File: src/rtl/xc_pkg.sv
package xc_pkg;
  typedef enum logic [1:0] {
    OP_IDLE  = 2'd0,
    OP_INVAL = 2'd1,
    OP_FILL  = 2'd2,
    OP_HIT   = 2'd3
  } xc_op_e;
endpackage

File: src/rtl/xc_cam.sv
module xc_cam #(
  parameter int ENTRIES = 8,
  parameter int KEY_W   = 23
) (
  input  logic [ENTRIES-1:0]            valid_i,
  input  logic [ENTRIES-1:0][KEY_W-1:0] keys_i,
  input  logic [KEY_W-1:0]              probe_i,
  output logic [ENTRIES-1:0]            match_o
);
  for (genvar g = 0; g < ENTRIES; g++) begin : g_cmp
    assign match_o[g] = valid_i[g] && (keys_i[g] == probe_i);
  end
endmodule

File: src/rtl/xc_lru.sv
module xc_lru #(
  parameter int ENTRIES = 8,
  localparam int IDX_W  = $clog2(ENTRIES)
) (
  input  logic                            clk_i,
  input  logic                            rst_ni,
  input  logic                            touch_i,
  input  logic [IDX_W-1:0]                touch_idx_i,
  output logic [ENTRIES-1:0][IDX_W-1:0]   rank_o,
  output logic [IDX_W-1:0]                lru_idx_o
);
  logic [ENTRIES-1:0][IDX_W-1:0] rank_q;
  logic [IDX_W-1:0]              old_rank;

  assign old_rank = rank_q[touch_idx_i];
  assign rank_o   = rank_q;

  // rank 0 = most recent, ENTRIES-1 = victim
  always_ff @(posedge clk_i or negedge rst_ni) begin
    if (!rst_ni) begin
      for (int i = 0; i < ENTRIES; i++) rank_q[i] <= IDX_W'(i);
    end else if (touch_i) begin
      for (int i = 0; i < ENTRIES; i++) begin
        if (IDX_W'(i) == touch_idx_i)   rank_q[i] <= '0;
        else if (rank_q[i] < old_rank)  rank_q[i] <= rank_q[i] + 1'b1;
      end
    end
  end

  always_comb begin
    lru_idx_o = '0;
    for (int i = 0; i < ENTRIES; i++)
      if (rank_q[i] == IDX_W'(ENTRIES - 1)) lru_idx_o = IDX_W'(i);
  end
endmodule

File: src/rtl/xc_victim.sv
module xc_victim #(
  parameter int ENTRIES = 8,
  localparam int IDX_W  = $clog2(ENTRIES)
) (
  input  logic [ENTRIES-1:0] valid_i,
  input  logic [IDX_W-1:0]   lru_idx_i,
  output logic [IDX_W-1:0]   victim_o
);
  always_comb begin
    victim_o = lru_idx_i;
    for (int i = ENTRIES - 1; i >= 0; i--)
      if (!valid_i[i]) victim_o = IDX_W'(i);
  end
endmodule

File: src/rtl/xlat_cache.sv
module xlat_cache
  import xc_pkg::*;
#(
  parameter int ENTRIES   = 8,
  parameter int VA_W      = 32,
  parameter int PAGE_BITS = 9,
  parameter int PFN_W     = 21,
  parameter int PROT_W    = 4,
  localparam int VPN_W    = VA_W - PAGE_BITS,
  localparam int IDX_W    = $clog2(ENTRIES)
) (
  input  logic              clk_i,
  input  logic              rst_ni,
  input  logic              lk_req_i,
  input  logic [VA_W-1:0]   lk_va_i,
  output logic              lk_valid_o,
  output logic              lk_hit_o,
  output logic              lk_miss_o,
  output logic [PFN_W-1:0]  lk_pfn_o,
  output logic [PROT_W-1:0] lk_prot_o,
  output logic              lk_mod_o,
  input  logic              fill_i,
  input  logic [VA_W-1:0]   fill_va_i,
  input  logic [PFN_W-1:0]  fill_pfn_i,
  input  logic [PROT_W-1:0] fill_prot_i,
  input  logic              fill_mod_i,
  input  logic              inv_one_i,
  input  logic [VA_W-1:0]   inv_va_i,
  input  logic              flush_proc_i,
  input  logic              flush_all_i
);
  logic [ENTRIES-1:0]              ent_valid;
  logic [ENTRIES-1:0][VPN_W-1:0]   ent_vpn;
  logic [ENTRIES-1:0][PFN_W-1:0]   ent_pfn;
  logic [ENTRIES-1:0][PROT_W-1:0]  ent_prot;
  logic [ENTRIES-1:0]              ent_mod;
  logic [ENTRIES-1:0][IDX_W-1:0]   rank;

  logic [ENTRIES-1:0] lk_match, fill_match, inv_match;
  logic [IDX_W-1:0]   lk_idx, fill_hit_idx, victim_idx, lru_idx, fill_idx, touch_idx;
  logic               lk_any, fill_any, touch;
  xc_op_e             op;

  xc_cam #(.ENTRIES(ENTRIES), .KEY_W(VPN_W)) u_cam_lk (
    .valid_i(ent_valid), .keys_i(ent_vpn),
    .probe_i(lk_va_i[VA_W-1:PAGE_BITS]), .match_o(lk_match));
  xc_cam #(.ENTRIES(ENTRIES), .KEY_W(VPN_W)) u_cam_fill (
    .valid_i(ent_valid), .keys_i(ent_vpn),
    .probe_i(fill_va_i[VA_W-1:PAGE_BITS]), .match_o(fill_match));
  xc_cam #(.ENTRIES(ENTRIES), .KEY_W(VPN_W)) u_cam_inv (
    .valid_i(ent_valid), .keys_i(ent_vpn),
    .probe_i(inv_va_i[VA_W-1:PAGE_BITS]), .match_o(inv_match));

  always_comb begin
    lk_idx       = '0;
    fill_hit_idx = '0;
    for (int i = 0; i < ENTRIES; i++) begin
      if (lk_match[i])   lk_idx       = IDX_W'(i);
      if (fill_match[i]) fill_hit_idx = IDX_W'(i);
    end
  end

  assign lk_any   = |lk_match;
  assign fill_any = |fill_match;

  xc_victim #(.ENTRIES(ENTRIES)) u_victim (
    .valid_i(ent_valid), .lru_idx_i(lru_idx), .victim_o(victim_idx));

  // invalidates win over fill, fill wins over the hit touch
  always_comb begin
    if (flush_all_i || flush_proc_i || inv_one_i) op = OP_INVAL;
    else if (fill_i)                              op = OP_FILL;
    else if (lk_req_i && lk_any)                  op = OP_HIT;
    else                                          op = OP_IDLE;
  end

  assign fill_idx  = fill_any ? fill_hit_idx : victim_idx;
  assign touch     = (op == OP_FILL) || (op == OP_HIT);
  assign touch_idx = (op == OP_FILL) ? fill_idx : lk_idx;

  xc_lru #(.ENTRIES(ENTRIES)) u_lru (
    .clk_i(clk_i), .rst_ni(rst_ni), .touch_i(touch),
    .touch_idx_i(touch_idx), .rank_o(rank), .lru_idx_o(lru_idx));

  always_ff @(posedge clk_i or negedge rst_ni) begin
    if (!rst_ni) begin
      ent_valid <= '0;
    end else if (op == OP_INVAL) begin
      for (int i = 0; i < ENTRIES; i++) begin
        if (flush_all_i
            || (flush_proc_i && !ent_vpn[i][VPN_W-1])
            || (inv_one_i && inv_match[i]))
          ent_valid[i] <= 1'b0;
      end
    end else if (op == OP_FILL) begin
      ent_valid[fill_idx] <= 1'b1;
    end
  end

  always_ff @(posedge clk_i) begin
    if (op == OP_FILL) begin
      ent_vpn[fill_idx]  <= fill_va_i[VA_W-1:PAGE_BITS];
      ent_pfn[fill_idx]  <= fill_pfn_i;
      ent_prot[fill_idx] <= fill_prot_i;
      ent_mod[fill_idx]  <= fill_mod_i;
    end
  end

  always_ff @(posedge clk_i or negedge rst_ni) begin
    if (!rst_ni) begin
      lk_valid_o <= 1'b0;
      lk_hit_o   <= 1'b0;
      lk_miss_o  <= 1'b0;
      lk_pfn_o   <= '0;
      lk_prot_o  <= '0;
      lk_mod_o   <= 1'b0;
    end else begin
      lk_valid_o <= lk_req_i;
      lk_hit_o   <= lk_req_i && lk_any;
      lk_miss_o  <= lk_req_i && !lk_any;
      lk_pfn_o   <= (lk_req_i && lk_any) ? ent_pfn[lk_idx]  : '0;
      lk_prot_o  <= (lk_req_i && lk_any) ? ent_prot[lk_idx] : '0;
      lk_mod_o   <= lk_req_i && lk_any && ent_mod[lk_idx];
    end
  end
endmodule

File: config.mk
export PLATFORM = sky130hd
export DESIGN_NAME = xlat_cache
export DESIGN_NICKNAME = d
export VERILOG_FILES = /design/src/rtl/xc_pkg.sv /design/src/rtl/xc_cam.sv /design/src/rtl/xc_lru.sv /design/src/rtl/xc_victim.sv /design/src/rtl/xlat_cache.sv
export SDC_FILE = /design/constraint.sdc
export NUM_CORES = 1
export LEC_CHECK = 0
export CAP_MARGIN = 10
export CORE_ASPECT_RATIO = 0.75
export CORE_MARGIN = 8
export CORE_UTILIZATION = 35
export DETAILED_ROUTE_END_ITERATION = 6
export GPL_TIMING_DRIVEN = 0
export HOLD_SLACK_MARGIN = 0.05
export SLEW_MARGIN = 20
export SYNTH_ARGS = -nofsm -noshare
export SYNTH_HDL_FRONTEND = slang
export SYNTH_SLANG_ARGS = --single-unit
File: constraint.sdc
create_clock -name clk_i -period 8.1 [get_ports clk_i]
set_input_delay 0.81 -clock clk_i [delete_from_list [all_inputs] [get_ports clk_i]]
set_output_delay 0.81 -clock clk_i [all_outputs]
set_load 0.005 [all_outputs]
==> After elaboration in Yosys (flattened, before gate mapping) <==
Cells that the tools add are included.
{ "word_totals": {"reg_bits": 453, "in_bits": 129, "output_inout_bits": 29, "elab_cells": 299} }
{ "classes": {"n_addsub": 8, "order_cmp": 12, "n_eq_ne": 49, "muxes": 82, "bitwise": 1, "n_reduce_logical": 100} }
{ "op_table": {"columns": ["cell", "count"], "rows": [
  ["$eq 23x23->1", 24],
  ["$bwmux 184", 1],
  ["$bwmux 168", 1],
  ["$mux 3", 41],
  ["$demux 23 s3", 1],
  ["$bmux 21 s3", 1],
  ["$demux 21 s3", 1],
  ["$mux 21", 3],
  ["$logic_and 1x1->1", 44],
  ["$bwmux 32", 1],
  ["$reduce_and 2->1", 16],
  ["$add 3x1->3 const B", 8],
  ["$lt 3x3->1", 8],
  ["$mux 23", 1],
  ["$eq 3x3->1 const B", 7],
  ["$logic_or 1x1->1", 19],
  ["$reduce_bool 2->1", 9],
  ["$mux 8", 2],
  ["$ne 2x1->1 const B", 8],
  ["$reduce_or 8->1", 2],
  ["$mux 2", 7],
  ["$mux 1", 13],
  ["$bmux 4 s3", 1],
  ["$demux 4 s3", 1],
  ["15 further kinds", 32]
]} }

==> Longest topological paths before layout <==
{ "depth": {"depth_word": 24, "mapped_depth": 19, "depth_no_buf": 17} }

==> By module <==
A second synthesis with hierarchy kept.
{ "hier_totals": {"cells_unflattened": 1847, "area_unflattened_um2": 24149.4} }
{ "by_module_without_submodules": {"columns": ["mod", "instances", "cells_per_inst", "area_each_um2", "seq_area_each_um2"], "rows": [
  ["xlat_cache", 1, 838, 15149.5, 12697.2],
  ["xc_cam", 3, 271, 2314.7, 0.0],
  ["xc_lru", 1, 183, 1984.4, 615.6],
  ["xc_victim", 1, 13, 71.3, 0.0]
]} }

==> Worst setup path after synthesis <==
OpenSTA, ideal clock, no wires.
{ "synth_timing": {"path_kind": "in2reg", "startpoint": "input fill_va_i[12]", "endpoint": "register ent_valid[3]", "setup_time_ns": 0.129, "arrival_ns": 6.487, "t_required_ns": 7.971, "setup_slack_ns": 1.484, "cell_stages": 11, "path_buffers": 1, "cell_sequence": "buf_2 -> xor2_1 -> nor4_1 -> nand4_1 -> or3_1 -> o311ai_2 -> nor3_1 -> or2_2 -> nor3b_1 -> nor2_1 -> a2111oi_0"} }
{ "synth_between": {"elab_chain_len": 17, "word_cells_on_any_way": 33, "cone_classes": "order compare: 2; eq/ne: 8; mux: 12; bitwise: 1; reduce/logical: 10"} }
{ "synth_lines": {"columns": ["item", "line", "source"], "rows": [
  ["start: declaration", "xlat_cache.sv:23", "input logic [VA_W-1:0] fill_va_i,"],
  ["$eq 23x23->1", "xc_cam.sv:11", "assign match_o[g] = valid_i[g] && (keys_i[g] == probe_i);"],
  ["$logic_and 1x1->1", "xc_cam.sv:11", null],
  ["$mux 1", "xlat_cache.sv:59", "if (fill_match[i]) fill_hit_idx = IDX_W'(i);"],
  ["$mux 2", "xlat_cache.sv:59", null],
  ["$mux 3 (5 in series)", "xlat_cache.sv:59", null],
  ["$mux 3 (*)", "xlat_cache.sv:77", "assign fill_idx = fill_any ? fill_hit_idx : victim_idx;"],
  ["$lt 3x4->1 (implied by the code) or $ge 3x1->1 (tied branches)", "xlat_cache.sv:96", "ent_valid[fill_idx] <= 1'b1;"],
  ["$logic_and 1x1->1 (implied by the code)", "xlat_cache.sv:96", null],
  ["$mux 1 (implied by the code)", "xlat_cache.sv:96", null],
  ["$demux 1 s3 (*)", "xlat_cache.sv:96", null],
  ["$or 8x8->8 (no source line) (*)", null, null],
  ["$mux 8 (*)", "xlat_cache.sv:95", "end else if (op == OP_FILL) begin"],
  ["$mux 8 (*)", "xlat_cache.sv:88", "end else if (op == OP_INVAL) begin"],
  ["end signal: assignment", "xlat_cache.sv:87", "ent_valid <= '0;"],
  ["end signal: indexed assignment", "xlat_cache.sv:93", "ent_valid[i] <= 1'b0;"],
  ["end signal: indexed assignment", "xlat_cache.sv:96", null],
  ["end: declaration", "xlat_cache.sv:32", "logic [ENTRIES-1:0] ent_valid;"]
]} }
Every way passes the cells marked *; elsewhere a longest branch is shown, timed or not. The select of a mux whose other input is x is not followed.
A chain may end at the register's enable or synchronous reset.

==> Worst setup path after layout <==
{ "layout_timing": {"startpoint": "input fill_va_i[16]", "endpoint": "register u_lru.rank_q, in the netlist u_lru.rank_o[0]"} }
{ "layout_between": {"elab_chain_len": 16, "word_cells_on_any_way": 33, "cone_classes": "order compare: 1; eq/ne: 8; mux: 12; reduce/logical: 12"} }
{ "layout_lines": {"columns": ["item", "line", "source"], "rows": [
  ["$eq 23x23->1", "xc_cam.sv:11", null],
  ["$logic_and 1x1->1", "xc_cam.sv:11", null],
  ["$mux 1", "xlat_cache.sv:59", null],
  ["$mux 2", "xlat_cache.sv:59", null],
  ["$mux 3 (5 in series)", "xlat_cache.sv:59", null],
  ["$mux 3 (*)", "xlat_cache.sv:77", null],
  ["$mux 3 (*)", "xlat_cache.sv:79", "assign touch_idx = (op == OP_FILL) ? fill_idx : lk_idx;"],
  ["$bmux 3 s3", "xc_lru.sv:15", "assign old_rank = rank_q[touch_idx_i];"],
  ["$mux 3 (implied by the code)", "xc_lru.sv:15", null],
  ["$lt 3x3->1", "xc_lru.sv:25", "else if (rank_q[i] < old_rank) rank_q[i] <= rank_q[i] + 1'b1;"],
  ["$reduce_bool 2->1 (no source line)", null, null],
  ["$reduce_and 2->1 (no source line)", null, null],
  ["end signal: indexed assignment", "xc_lru.sv:24", "if (IDX_W'(i) == touch_idx_i) rank_q[i] <= '0;"],
  ["end: declaration", "xc_lru.sv:12", "logic [ENTRIES-1:0][IDX_W-1:0] rank_q;"]
]} }
Marked as above.

==> results.toml <==
[sta]
final_max_slew_viol_count = 0
worst_slew_margin_rel_pct = 13.8
hold_viol = 0
final_worst_setup_slack_ns = 0.958
hold_slack_ns = 0.158
clock-skew-final_ns = 0.0465
final.period_utilization_pct = 88.2
final_critical_delay_including_setup_and_external_delays_ns = 7.14
max_clock_freq_ghz = 0.140
worst_max_slew_pin_slew_ns = 1.29
rsz0062_at_grt = "no"
final-setup-viol-count = 0

[die]
ioPinCount = 158
die_y_um = 242
die_footprint_mm2 = 0.0771
core_mm2 = 0.0680
die_w_um = 318
rows = 83
initial_utilization_pct = 35.2

[power_and_ir_drop]
clock_power_share_pct = 42.0
total_switching_power_uw = 1410
share_comb_of_total_power_pct = 10.7
switching_share_pct = 25.3
power.density_mw_per_mm2 = 199
cellInternalPower_uw = 4180
irDropWorstVdd_uv = 143
total_power_uw = 5590
leakage_power_summed_over_all_cells_uw = 0.00936
p_seq_share_pct = 47.3

[setup_path]
crit_start = "fill_va_i[16]"
cp-end-kind = "flip-flop"
timing.critical_path.arrival_ns = 7.62
worstRegToRegCells = 17
worstPathMaxFanout = 10
reg2reg_setup_slack_ns = 2.30
criticalPathCategory = "in -> reg"
startpoint_type = "input pin"
worstReg2RegEnd = "u_lru.rank_o[0]"
rr_startpoint = "ent_vpn[79]"
required_arrival_time_at_the_worst_endpoint_ns = 8.58

[routing]
drcViolationCount = 0
drtAntennaViolNets = 0
via_count = 17100
wl_um = 93600
iteration_0_drc_count_of_the_detailed_router = 2146
routedWlPerCell_um = 31.3
drtPass1Iterations = 6
drt-vias-per-instance = 5.72

[global_route]
global_route.usage.total_pct = 23.4
grt_antenna_before_repair = 5
grt_pass1_vias = 16900
grt_pass1_wl_um = 129000
pin_count_of_the_biggest_net_entering_global_routing = 42
globalRoute.totalOverflow = 0

[cts]
cts_hold_repair.buffers = 0
htreeDepth = 2
cts-buffers-inserted = 49
cts-root-to-sink-buffers = 3
worstSkewPairLatency_ns = 0.62
post_cts_resize_count = 0
cts_root_buf = "sky130_fd_sc_hd__clkbuf_16"
tritoncts = "done"
path_clk_slew_ns = 0.07
tritoncts_num_sinks = 453
cts_setup_buffers = 0

[layout]
fin_area_mm2 = 0.0281
nNetsFinal = 2210
n_fill_cell = 6250
drive_gt1_share_pct = 13.1
area_growth_syn_to_layout_pct = 17.3

[synth]
async_reset_ff_share_pct = 13.5
netlist_instances = 1889
edff_count_synth = 392
yosys_warnings = 0
synth.yosys.seq_area_share_pct = 55.6
synth_area_mm2 = 0.0239
ys.flop_type = "sky130_fd_sc_hd__edfxtp_1"
net_count_after_synthesis = 2041
syn_area_per_cell_um2 = 12.7
synth-seq-cells = 453
yosysUniqueCellTypes = 70

[placement]
routabilityCongestion = 0.942
placed_cell_area_mm2 = 0.0264
detailed_place_hpwl_um = 62900
buffer_ports.inserted = 82
place_worst_setup_slack_ns = 0.586

[status]
outcome = "finished clean"

[min_path]
hp_class = "in -> async"

[run]
max_cap_violations = 0
## layout make-up
cell class | count | area, um2 | share of cell area (%)
Inverter | 22 | 82.6 | 0.294
Tap cell | 892 | 1120 | 3.98
Multi-Input combinational cell | 1305 | 10100 | 35.9
Clock inverter | 29 | 293 | 1.04
Clock buffer | 63 | 1390 | 4.97
Timing Repair Buffer | 118 | 1250 | 4.45
Buffer | 109 | 543 | 1.94
Antenna cell | 1 | 2.50 | 0.00892
Sequential cell | 453 | 13300 | 47.4
## Yosys cell counts, types with 4 or more instances
cell / n / area, um2
sky130_fd_sc_hd__dfstp_2: 12 / 315
sky130_fd_sc_hd__buf_2: 42 / 210
sky130_fd_sc_hd__and2_1: 9 / 56.3
sky130_fd_sc_hd__o2bb2ai_1: 4 / 35.0
sky130_fd_sc_hd__nor3_1: 19 / 95.1
sky130_fd_sc_hd__edfxtp_1: 392 / 11800
sky130_fd_sc_hd__xnor2_1: 234 / 2050
sky130_fd_sc_hd__and3_1: 4 / 25.0
sky130_fd_sc_hd__buf_6: 7 / 78.8
sky130_fd_sc_hd__dfrtp_1: 49 / 1230
sky130_fd_sc_hd__a2111oi_0: 8 / 70.1
sky130_fd_sc_hd__mux2_2: 58 / 653
sky130_fd_sc_hd__inv_1: 21 / 78.8
sky130_fd_sc_hd__a22o_1: 11 / 96.3
sky130_fd_sc_hd__xor2_1: 318 / 2790
sky130_fd_sc_hd__nor2b_1: 9 / 56.3
sky130_fd_sc_hd__a21oi_1: 67 / 335
sky130_fd_sc_hd__nand4_1: 78 / 488
sky130_fd_sc_hd__nor2_1: 104 / 390
sky130_fd_sc_hd__buf_1: 8 / 30.0
sky130_fd_sc_hd__o21ai_1: 8 / 40.0
sky130_fd_sc_hd__nand2b_1: 4 / 25.0
sky130_fd_sc_hd__ha_1: 23 / 288
sky130_fd_sc_hd__nand4b_1: 7 / 61.3
sky130_fd_sc_hd__o21ai_0: 5 / 25.0
sky130_fd_sc_hd__a211oi_1: 28 / 210
sky130_fd_sc_hd__a21o_1: 4 / 30.0
sky130_fd_sc_hd__nand2_1: 37 / 139
sky130_fd_sc_hd__nand3_1: 26 / 130
sky130_fd_sc_hd__or3_1: 9 / 56.3
sky130_fd_sc_hd__clkbuf_1: 48 / 180
sky130_fd_sc_hd__nor4_1: 113 / 707
sky130_fd_sc_hd__mux2i_1: 61 / 611
## cells in the final DEF (no fill, tap or decap), drive strengths merged, types with 26 or more instances in the layout
cell type | netlist | final
a211oi | 28 | 28
a21oi | 67 | 67
buf | 60 | 97
clkbuf | 49 | 112
clkdlybuf4s50 | 0 | 81
dfrtp | 49 | 49
edfxtp | 392 | 392
mux2 | 58 | 58
mux2i | 61 | 61
nand2 | 37 | 37
nand3 | 26 | 26
nand4 | 79 | 79
nor2 | 104 | 104
nor4 | 114 | 114
xnor2 | 234 | 234
xor2 | 318 | 318
## cells by family after synthesis
family / count (synthesis) / synth area share (%)
flip-flops: 453 / 55.6
adder cells (fa/ha/maj): 23 / 1.20
buffers and inverters: 131 / 2.55
XOR/XNOR: 552 / 20.2
AO/OA/AOI/OAI: 171 / 4.91
AND/OR/NAND/NOR: 438 / 10.0
multiplexers: 121 / 5.47
## state kept, by name, indices dropped and copies added (netlist names)
| register | count |
|---|---|
| lk_miss_o | 1 |
| lk_hit_o | 1 |
| u_lru.rank_o | 24 |
| ent_vpn | 184 |
| lk_pfn_o | 21 |
| ent_mod | 8 |
| lk_prot_o | 4 |
| lk_valid_o | 1 |
| ent_pfn | 168 |
| ent_prot | 32 |
| ent_valid | 8 |
| lk_mod_o | 1 |
## per-stage QoR
stage / util, % / cells / setup TNS [ns]
global route: 41.2 / 2991 / 0
finish: 41.3 / 2992 / 0
CTS: 41.2 / 2991 / 0
global placement: 38.0 / 2863 / -1050.58
detailed placement: 38.8 / 2899 / 0
floorplan: - / 1889 / 0
## power groups by stage
| stage | combinational [uW] | sequential, uW | clock, uW |
|---|---|---|---|
| final | 598 | 2640 | 2350 |
| after global routing | 625 | 2650 | 2470 |
| after CTS | 582 | 2640 | 2380 |
| after detailed placement | 581 | 2690 | 0 |
| after global placement | 565 | 2690 | 0 |
| after floorplan | 331 | 2670 | 0 |
## worst max-delay path, cell delays in order
cell and delay [ns]:
sky130_fd_sc_hd__clkdlybuf4s50_1 1.15, sky130_fd_sc_hd__buf_2 0.57, sky130_fd_sc_hd__xor2_1 0.13, sky130_fd_sc_hd__nor4_1 0.40
sky130_fd_sc_hd__nand4_1 0.15, sky130_fd_sc_hd__nor3_1 0.72, sky130_fd_sc_hd__a21o_1 0.26, sky130_fd_sc_hd__nor3_1 0.13
sky130_fd_sc_hd__o22ai_2 0.39, sky130_fd_sc_hd__buf_2 0.33, sky130_fd_sc_hd__clkinv_1 0.29, sky130_fd_sc_hd__a211oi_1 0.30
sky130_fd_sc_hd__a311oi_1 0.07, sky130_fd_sc_hd__a21oi_1 0.66, sky130_fd_sc_hd__ha_1 0.38, sky130_fd_sc_hd__a31oi_1 0.25
sky130_fd_sc_hd__a21oi_1 0.10, sky130_fd_sc_hd__or2_0 0.23, sky130_fd_sc_hd__mux2_2 0.27
## metal layers
layer	vias up	track usage, %	wire, um
li1	7273	-	-
met1	8616	33.2	40600
met2	1001	34.3	39400
met3	220	5.31	9520
met4	0	9.22	4030
met5	-	0	0
## how the worst max path moves through the flow
stage | endpoint | slack [ns] | cells past startpoint
floorplan | ent_valid[3] | 1.48 | 11
global placement | ent_valid[2] | -4.13 | 13
detailed placement | u_lru.rank_o[0] | 0.59 | 19
CTS | u_lru.rank_o[0] | 1.17 | 19
global route | u_lru.rank_o[0] | 0.75 | 19
finish | u_lru.rank_o[0] | 0.96 | 19
No activity file was read; power rests on OpenSTA's default activity.
